[src/rtl/tx_pair_enc_pkg.sv]
package tx_pair_enc_pkg;

  localparam int LANE_DW = 8;
  localparam int LANE_CW = 10;

  // 5b/6b group at negative disparity, written abcdei with a at the MSB
  function automatic logic [5:0] sb6_neg(input logic [4:0] x);
    logic [5:0] r;
    case (x)
      5'd0:  r = 6'b100111;
      5'd1:  r = 6'b011101;
      5'd2:  r = 6'b101101;
      5'd3:  r = 6'b110001;
      5'd4:  r = 6'b110101;
      5'd5:  r = 6'b101001;
      5'd6:  r = 6'b011001;
      5'd7:  r = 6'b111000;
      5'd8:  r = 6'b111001;
      5'd9:  r = 6'b100101;
      5'd10: r = 6'b010101;
      5'd11: r = 6'b110100;
      5'd12: r = 6'b001101;
      5'd13: r = 6'b101100;
      5'd14: r = 6'b011100;
      5'd15: r = 6'b010111;
      5'd16: r = 6'b011011;
      5'd17: r = 6'b100011;
      5'd18: r = 6'b010011;
      5'd19: r = 6'b110010;
      5'd20: r = 6'b001011;
      5'd21: r = 6'b101010;
      5'd22: r = 6'b011010;
      5'd23: r = 6'b111010;
      5'd24: r = 6'b110011;
      5'd25: r = 6'b100110;
      5'd26: r = 6'b010110;
      5'd27: r = 6'b110110;
      5'd28: r = 6'b001110;
      5'd29: r = 6'b101110;
      5'd30: r = 6'b011110;
      default: r = 6'b101011;
    endcase
    return r;
  endfunction

  // 3b/4b data group at negative disparity, fghj with f at the MSB
  function automatic logic [3:0] sb4_data_neg(input logic [2:0] y, input logic alt7);
    logic [3:0] r;
    case (y)
      3'd0: r = 4'b1011;
      3'd1: r = 4'b1001;
      3'd2: r = 4'b0101;
      3'd3: r = 4'b1100;
      3'd4: r = 4'b1101;
      3'd5: r = 4'b1010;
      3'd6: r = 4'b0110;
      default: r = alt7 ? 4'b0111 : 4'b1110;
    endcase
    return r;
  endfunction

  function automatic logic [3:0] sb4_ctrl_neg(input logic [2:0] y);
    logic [3:0] r;
    case (y)
      3'd0: r = 4'b1011;
      3'd1: r = 4'b0110;
      3'd2: r = 4'b1010;
      3'd3: r = 4'b1100;
      3'd4: r = 4'b1101;
      3'd5: r = 4'b0101;
      3'd6: r = 4'b1001;
      default: r = 4'b0111;
    endcase
    return r;
  endfunction

  function automatic logic ctrl_legal(input logic [7:0] b);
    return (b[4:0] == 5'd28) || (b == 8'hF7) || (b == 8'hFB) ||
           (b == 8'hFD) || (b == 8'hFE);
  endfunction

  function automatic logic [5:0] flip6(input logic [5:0] v);
    logic [5:0] r;
    for (int i = 0; i < 6; i++) r[i] = v[5-i];
    return r;
  endfunction

  function automatic logic [3:0] flip4(input logic [3:0] v);
    logic [3:0] r;
    for (int i = 0; i < 4; i++) r[i] = v[3-i];
    return r;
  endfunction

endpackage

[src/rtl/tx_pair_enc_lane.sv]
module tx_pair_enc_lane
  import tx_pair_enc_pkg::*;
(
  input  logic [LANE_DW-1:0] byte_i,
  input  logic               k_i,
  input  logic               rd_i,
  output logic [LANE_CW-1:0] code_o,
  output logic               rd_o,
  output logic               kerr_o
);

  logic [4:0] x;
  logic [2:0] y;
  logic       use_k, rd_mid, alt7, inv6, inv4, unb6, unb4;
  logic [5:0] c6n, c6;
  logic [3:0] c4n, c4;

  assign x = byte_i[4:0];
  assign y = byte_i[7:5];

  always_comb begin
    use_k  = k_i && ctrl_legal(byte_i);
    kerr_o = k_i && !ctrl_legal(byte_i);
    c6n    = (use_k && x == 5'd28) ? 6'b001111 : sb6_neg(x);
    unb6   = ($countones(c6n) != 3);
    inv6   = rd_i && (unb6 || c6n == 6'b111000);
    c6     = inv6 ? ~c6n : c6n;
    rd_mid = rd_i ^ unb6;
    // alternate x.7 avoids a run of five across the sub-block edge
    alt7   = (!rd_mid && (x == 5'd17 || x == 5'd18 || x == 5'd20)) ||
             ( rd_mid && (x == 5'd11 || x == 5'd13 || x == 5'd14));
    c4n    = use_k ? sb4_ctrl_neg(y) : sb4_data_neg(y, alt7);
    unb4   = ($countones(c4n) != 2);
    inv4   = rd_mid && (use_k || unb4 || c4n == 4'b1100);
    c4     = inv4 ? ~c4n : c4n;
    rd_o   = rd_mid ^ unb4;
    code_o = {flip4(c4), flip6(c6)};
  end

endmodule

[src/rtl/tx_pair_enc_raw.sv]
module tx_pair_enc_raw
  import tx_pair_enc_pkg::*;
#(
  parameter int N_LANES = 2
) (
  input  logic [LANE_DW*N_LANES-1:0] data_i,
  input  logic [N_LANES-1:0]         k_i,
  output logic [LANE_CW*N_LANES-1:0] raw_o
);

  for (genvar g = 0; g < N_LANES; g++) begin : g_lane
    assign raw_o[LANE_CW*g +: LANE_CW] = {1'b0, k_i[g], data_i[LANE_DW*g +: LANE_DW]};
  end

endmodule

[src/rtl/tx_pair_enc.sv]
module tx_pair_enc
  import tx_pair_enc_pkg::*;
#(
  parameter  int N_LANES = 2,
  localparam int DATA_W  = LANE_DW * N_LANES,
  localparam int CODE_W  = LANE_CW * N_LANES
) (
  input  logic              clk_i,
  input  logic              rst_ni,
  input  logic              enc_en_i,
  input  logic [DATA_W-1:0] data_i,
  input  logic [N_LANES-1:0] k_i,
  output logic [CODE_W-1:0] code_o,
  output logic [N_LANES-1:0] kerr_o,
  output logic [N_LANES-1:0] rd_o
);

  logic [DATA_W-1:0]  s1_data_q;
  logic [N_LANES-1:0] s1_k_q;
  logic               s1_en_q;
  logic [CODE_W-1:0]  enc_code, raw_code, code_q;
  logic [N_LANES-1:0] enc_kerr, enc_rd, kerr_q, rd_q;
  logic [N_LANES:0]   rd_chain;

  assign rd_chain[0] = rd_q[N_LANES-1];

  for (genvar g = 0; g < N_LANES; g++) begin : g_lane
    tx_pair_enc_lane u_lane (
      .byte_i (s1_data_q[LANE_DW*g +: LANE_DW]),
      .k_i    (s1_k_q[g]),
      .rd_i   (rd_chain[g]),
      .code_o (enc_code[LANE_CW*g +: LANE_CW]),
      .rd_o   (rd_chain[g+1]),
      .kerr_o (enc_kerr[g])
    );
    assign enc_rd[g] = rd_chain[g+1];
  end

  tx_pair_enc_raw #(.N_LANES(N_LANES)) u_raw (
    .data_i (data_i),
    .k_i    (k_i),
    .raw_o  (raw_code)
  );

  always_ff @(posedge clk_i or negedge rst_ni) begin
    if (!rst_ni) begin
      s1_data_q <= '0;
      s1_k_q    <= '0;
      s1_en_q   <= 1'b0;
      code_q    <= '0;
      kerr_q    <= '0;
      rd_q      <= '0;
    end else begin
      s1_data_q <= data_i;
      s1_k_q    <= k_i;
      s1_en_q   <= enc_en_i;
      if (!enc_en_i) begin
        code_q <= raw_code;
        kerr_q <= '0;
      end else if (s1_en_q) begin
        code_q <= enc_code;
        kerr_q <= enc_kerr;
        rd_q   <= enc_rd;
      end
    end
  end

  assign code_o = code_q;
  assign kerr_o = kerr_q;
  assign rd_o   = rd_q;

endmodule

[config.mk]
export PLATFORM = sky130hd
export DESIGN_NAME = tx_pair_enc
export DESIGN_NICKNAME = d
export VERILOG_FILES = /design/src/rtl/tx_pair_enc_pkg.sv /design/src/rtl/tx_pair_enc_lane.sv /design/src/rtl/tx_pair_enc_raw.sv /design/src/rtl/tx_pair_enc.sv
export SDC_FILE = /design/constraint.sdc
export NUM_CORES = 1
export LEC_CHECK = 0
export BUFFER_PORTS_ARGS = -buffer_cell sky130_fd_sc_hd__buf_2
export CAP_MARGIN = 20
export CORE_UTILIZATION = 52
export CTS_BUF_LIST = sky130_fd_sc_hd__clkbuf_8
export CTS_CLUSTER_SIZE = 20
export DETAILED_ROUTE_END_ITERATION = 8
export PLACE_DENSITY = 0.74
export REMOVE_ABC_BUFFERS = 1
export SYNTH_ARGS = -nofsm -noshare
export SYNTH_HDL_FRONTEND = slang
export SYNTH_SLANG_ARGS = --single-unit
[constraint.sdc]
create_clock -name clk_i -period 7.95 [get_ports clk_i]
set_input_delay 0.3975 -clock clk_i [delete_from_list [all_inputs] [get_ports clk_i]]
set_output_delay 0.3975 -clock clk_i [all_outputs]
set_load 0.01 [all_outputs]
; After elaboration in Yosys (flattened, before gate mapping)
; Memories as Yosys holds them, arrays and structs flattened.
; Index checks and enable logic that the tools add are counted.
[totals]
rom_bits = 384
output_inout_bits = 24
reg_bits = 43
n_memories = 2
word_cells = 138
[memory_table]
columns = name, words, width, read_ports, rd_ports_with_merged_regs, write_ports, line_no
row1 = (name not given), 32, 6, 1, 0, 0, tx_pair_enc_pkg.sv:9  ; case (x)
row2 = (name not given), 32, 6, 1, 0, 0, tx_pair_enc_pkg.sv:9
[classes]
n_reduce_logical = 45
eq_ne = 43
bitwise_logic = 8
muxes = 18
n_addsub = 16
[ops]
columns = operator, count
row1 = $add A32 B32 Y32, 6
row2 = $ne A32 B3 Y1 const B, 4
row3 = $pmux W4 S7, 4
row4 = $eq A8 B8 Y1 const B, 8
row5 = $eq A5 B5 Y1 const B, 8
row6 = $mux W20, 2
row7 = $eq A5 B4 Y1 const B, 6
row8 = $logic_or A1 B1 Y1, 24
row9 = $mux W4, 6
row10 = $mux W6, 4
row11 = $add A1 B1 Y2, 10
row12 = $eq A3 B3 Y1 const B, 6
row13 = $logic_and A1 B1 Y1, 14
row14 = $eq A3 B2 Y1 const B, 4
row15 = $eq A6 B6 Y1 const B, 2
row16 = $not A6 Y6, 2
row17 = $eq A4 B4 Y1 const B, 2
row18 = $not A4 Y4, 2
row19 = $eq A3 B1 Y1 const B, 2
row20 = $logic_not A3 Y1, 2
row21 = $logic_not A1 Y1, 4
row22 = $mux W2, 2
row23 = $xor A1 B1 Y1, 4
row24 = $ne A2 B1 Y1 const B, 1
row25 = $reduce_and A2 Y1, 1

; Logic depth before layout (Yosys ltp)
[logic_depth]
depth_word = 39
ltp_mapped = 30
mapped_depth_nobuf = 29

; Hierarchy
; A second synthesis with hierarchy kept.
[unflattened]
cells_unflattened = 453
area_unflattened_um2 = 4111.4
[modules_own_cells]
columns = mod, seq_area_each_um2, area_each_um2, n_inst, cells_per_inst
row1 = tx_pair_enc, 1076.0, 1584.0, 1, 118
row2 = tx_pair_enc_lane (g_lane[1].u_lane), 0.0, 1307.5, 1, 175
row3 = tx_pair_enc_lane (g_lane[0].u_lane), 0.0, 1066.0, 1, 139
row4 = tx_pair_enc_raw, 0.0, 153.9, 1, 21

; Worst setup path after synthesis
; OpenSTA, ideal clock, no wires.
[synth_timing]
path_type = register -> register
from = register s1_data_q[0]
to = register code_q[16] (netlist: code_o[16])
period_less_slack_ps = 7038
slack_ps = 912
path_stages_with_launch = 29
arrival_ps = 6894
required_time_ps = 7806
path_cell_list = dfrtp_1 inv_1 ha_1 and4_1 clkbuf_1 a21oi_1 a21boi_0 or2_2 ha_1 fa_1 ha_1 and4bb_4 xor2_4 mux2i_1 a2111oi_0 nor2_1 ha_1 xor2_1 nor2_1 xnor3_2 mux2_4 a211o_1 ha_1 xnor2_1 nand2_1 a21o_1 a2111o_1 mux2i_1 a221oi_1
[synth_via]
elab_chain_cells = 39
elab_cells_between_ends = 62
cone_classes = add/sub: 11 / eq/ne: 15 / mux: 10 / bitwise: 4 / reduce/logical: 21 / memory: 1
[synth_rtl]
columns = item, line_no
row1 = from (decl), tx_pair_enc.sv:18  ; logic [DATA_W-1:0] s1_data_q;
row2 = from (signal assigned), tx_pair_enc.sv:54  ; s1_data_q <= data_i;
row3 = $eq A8 B8 Y1 / $eq A5 B5 Y1 (equally long branches), "tx_pair_enc_pkg.sv:78, tx_pair_enc_lane.sv:24"
row4 = $logic_or A1 B1 Y1 (3 in a row), tx_pair_enc_pkg.sv:78  ; return (b[4:0] == 5'd28) || (b == 8'hF7) || (b == 8'hFB) ||
row5 = $logic_or A1 B1 Y1, tx_pair_enc_pkg.sv:79  ; (b == 8'hFD) || (b == 8'hFE);
row6 = $logic_and A1 B1 Y1, tx_pair_enc_lane.sv:22  ; use_k = k_i && ctrl_legal(byte_i);
row7 = $logic_and A1 B1 Y1, tx_pair_enc_lane.sv:24  ; c6n = (use_k && x == 5'd28) ? 6'b001111 : sb6_neg(x);
row8 = $mux W6, tx_pair_enc_lane.sv:24
row9 = $add A1 B1 Y2 (implied by the code), tx_pair_enc_lane.sv:25  ; unb6 = ($countones(c6n) != 3);
row10 = $add A32 B32 Y32 (implied by the code) (2 in a row), tx_pair_enc_lane.sv:25
row11 = (+19 left out), n/a
row12 = $add A1 B1 Y2 (implied by the code), tx_pair_enc_lane.sv:33  ; unb4 = ($countones(c4n) != 2);
row13 = $add A32 B32 Y32 (implied by the code), tx_pair_enc_lane.sv:33
row14 = $ne A32 B3 Y1, tx_pair_enc_lane.sv:33
row15 = $logic_or A1 B1 Y1 (2 in a row), tx_pair_enc_lane.sv:34  ; inv4 = rd_mid && (use_k || unb4 || c4n == 4'b1100);
row16 = $logic_and A1 B1 Y1, tx_pair_enc_lane.sv:34
row17 = $mux W4 (*), tx_pair_enc_lane.sv:35  ; c4 = inv4 ? ~c4n : c4n;
row18 = $mux W20 (*), tx_pair_enc.sv:60  ; end else if (s1_en_q) begin
row19 = $mux W20 (*), tx_pair_enc.sv:57  ; if (!enc_en_i) begin
row20 = to (signal assigned), tx_pair_enc.sv:58  ; code_q <= raw_code;
row21 = to (signal assigned), tx_pair_enc.sv:61  ; code_q <= enc_code;
row22 = to (decl), tx_pair_enc.sv:21  ; logic [CODE_W-1:0] enc_code, raw_code, code_q;
; Mark *: on every way between the ends. The rest lies on a longest branch, timed or not. The select of a mux whose other input is x is not followed.
; A chain may end at the register's enable or synchronous reset.

; Worst setup path in the final report
[layout_timing]
from = register s1_data_q[1]
to = register code_q[16] (netlist: code_o[16])
; The elaborated chain is that of the path after synthesis.

==> impl_results.md <==
* Clock transition at path regs at 90 ps
* Routed via count at 3362
* Final Critical Period at 7430 ps
* Status: complete, no violations
* DR pass1 iterations at 5
* Post-synthesis xor/xnor area fraction at 0.0434
* Adder-Cell Fraction of Synth Area at 0.153
* Worst hold path type: input port to asynchronous set/reset pin
* Die width at 87.6 um
* Most used cell along the critical path: ha_1
* Worst Path Class, Setup: register to register
* Dpl cells at 561
* Share of cells above drive strength 1 at 0.150
* Vias in the first global route at 3163
* CP endpoint kind: register
* Post-DP HPWL at 6.42 mm
* Synth warnings at 0
* Rows at 30
* I/O Buffers at 44
* Post-synth EDFFs at 0
* Tcrit/Tclk final at 0.934
* Worst-Margin Slew at 744 ps
* N_diodes at 0
* Largest net degree at the start of global routing at 44
* Synthesized-area fraction occupied by and/or/nand/nor cells at 0.203
* Iter 0 DRT Violations at 259
* Sequential fraction of the synthesis area at 0.283
* Crit path largest cell delay at 460 ps
* Ys async rst share at 1.00
* Final Hold Fails at 0
* Final std cells w/o fill at 570
* Syn_area_per_cell at 8.69 um^2
* PD cells at 248 nW/um^2
* Synth Area in Compound Gates at 0.221
* Fmax at 135 MHz
* Worst rel slew slack at 0.498
* H-Tree Depth at 2
* Crit-path max FO at 8
* Largest family of logic cells by synthesized area: compound AO/OA/AOI/OAI gates
* DRC errors left at 0
* Initial Utilization at 0.548
* CTS Buf Count at 5
* WP data arrival at 7570 ps
* Core Region at 6940 um^2
* Fill cell count at 629
* Max-cap violations at 0
* Final setup violation count at 0
* Slowest library cell on the worst path: dfrtp_1
* Leakage at 1.91 nW
* Setup Skew at 9.22 ps
* Clk sinks at 43
* Mux share of post-synthesis cell area at 0.0480
* Routed WL at 8.68 mm
* Clk Latency, worst-skew pair at 300 ps
* Yosys cell types at 61
* Total track usage at 0.245
* Grt total ovfl at 0
* Peak supply drop at 0.156 mV
* Io pins at 45
* Mapped Area at 3810 um^2
* Layout area overhead at 11.1%
* CTS tree: built
* Post-layout util at 0.609
* Gpl congestion at 0.907
* Max Buffers Root-to-Sink at 2
* First-pass GRT wire length at 14.9 mm
* Vias per Instance at 5.90
* Top_reg_cell synth: dfrtp_1
* Antenna violations before repair at 0
* Crit path launch: s1_data_q[1]
* Max Slew Vio Count at 0
* CTS root buf: clkbuf_8
* Cell count after synthesis at 438
* Total die area at 7670 um^2
* Worst EP required at 8090 ps
* Yosys reg bits at 43
* Worst r2r src: s1_data_q[1]
* Detail Route Antenna Nets at 0
* CP Launch Type: register
* Layout net count at 538
* Die Height at 87.6 um
* Avg WL per Cell at 15.2 um
* Final setup TNS at 0 ps
metrics by stage:
| stage | worst slack [ps] | total power, mW | area [um^2] | hold WS, ps |
|---|---|---|---|---|
| floorplan | 1010 | 0.722 | 3730 | 102 |
| global placement | 630 | 0.850 | 4080 | 463 |
| detailed placement | 390 | 0.865 | 4080 | 480 |
| CTS | 393 | 1.05 | 4200 | 204 |
| global route | -1.38 | 1.14 | 4230 | 58.9 |
| finish | 522 | 1.05 | 4230 | 29.3 |
per-layer routing:
layer / wire length (um) / global-route usage
met3: 364 / 0.0320
met5: 0 / 0
met4: 73 / 0.0522
met2: 4030 / 0.397
met1: 4210 / 0.351
area by class of cell:
cell class                      instances  area, um^2  area share
Sequential cell                        43        1080       0.255
Inverter                               29         109      0.0257
Timing Repair Buffer                   47         255      0.0604
Clock inverter                          2        35.0     0.00829
Tap cell                               96         120      0.0284
Multi-Input combinational cell        347        2550       0.603
Clock buffer                            6        82.6      0.0195
worst max-delay path, delay by kind of cell, from the launching register on:
kind	cells	cell delay [ps]
multiplexers	3	640
adder cells (fa/ha/maj)	6	1830
flip-flops	1	460
buffers and inverters	2	180
XOR/XNOR	4	960
AO/OA/AOI/OAI	7	2010
AND/OR/NAND/NOR	6	1180
placed cells by master (no fill, tap or decap), types with 13 or more instances in the layout:
cell,n
nor2b_1,23
nor2_1,31
dfrtp_1,43
nand2_1,28
nand3_1,13
ha_1,40
buf_2,44
a21oi_1,30
inv_1,27
o21ai_0,25
where the power goes:
| part | internal (mW) | switching (mW) | total (mW) |
|---|---|---|---|
| registers | 0.260 | 0.0351 | 0.295 |
| logic | 0.258 | 0.317 | 0.575 |
| clock network | 0.102 | 0.0789 | 0.181 |
path summary, 6_finish.rpt:
check                                end  cells past startpoint  slack [ps]
min reg2reg                      rd_o[0]                      2         500
min                            code_o[8]                      1          30
max in group asynchronous     code_o[14]                      2        7430
max                           code_o[16]                     28         520
max reg2reg                   code_o[16]                     28         520
min in group clk_i         s1_data_q[15]                      1         210
registers in the layout, summed over array words and instances (netlist names):
| name | cells |
|---|---|
| code_o | 20 |
| s1_k_q | 2 |
| kerr_o | 2 |
| s1_en_q | 1 |
| s1_data_q | 16 |
| rd_o | 2 |
cells by family (layout without fill, tap and decap cells):
group / count (synthesis) / in the layout
simple gates: 146 / 146
compound gates: 126 / 126
buf+inv: 48 / 84
fa+ha+maj: 44 / 44
flops: 43 / 43
mux: 16 / 16
xor+xnor: 15 / 15
synth_stat cells (all sizes together) (7+ instances only):
master	n	area share
a211oi	12	0.024
a21oi	30	0.039
a31oi	7	0.012
and2	7	0.012
clkbuf	15	0.015
dfrtp	43	0.28
ha	40	0.13
inv	27	0.027
mux2i	10	0.026
nand2	28	0.028
nand2b	8	0.013
nand3	13	0.017
nor2	31	0.031
nor2b	23	0.038
nor3	7	0.0092
o211ai	8	0.016
o21ai	26	0.034
xnor2	7	0.016
xor2	7	0.021
repair_timing:
action / CTS / global route
buffers inserted: 0 / 0
setup endpoints to repair: 0 / 4
resized for setup: 0 / 3
hold buffers: 0 / 0
hold endpoints to repair: 0 / 0
Note: power is estimated with default switching activity, not from simulation.
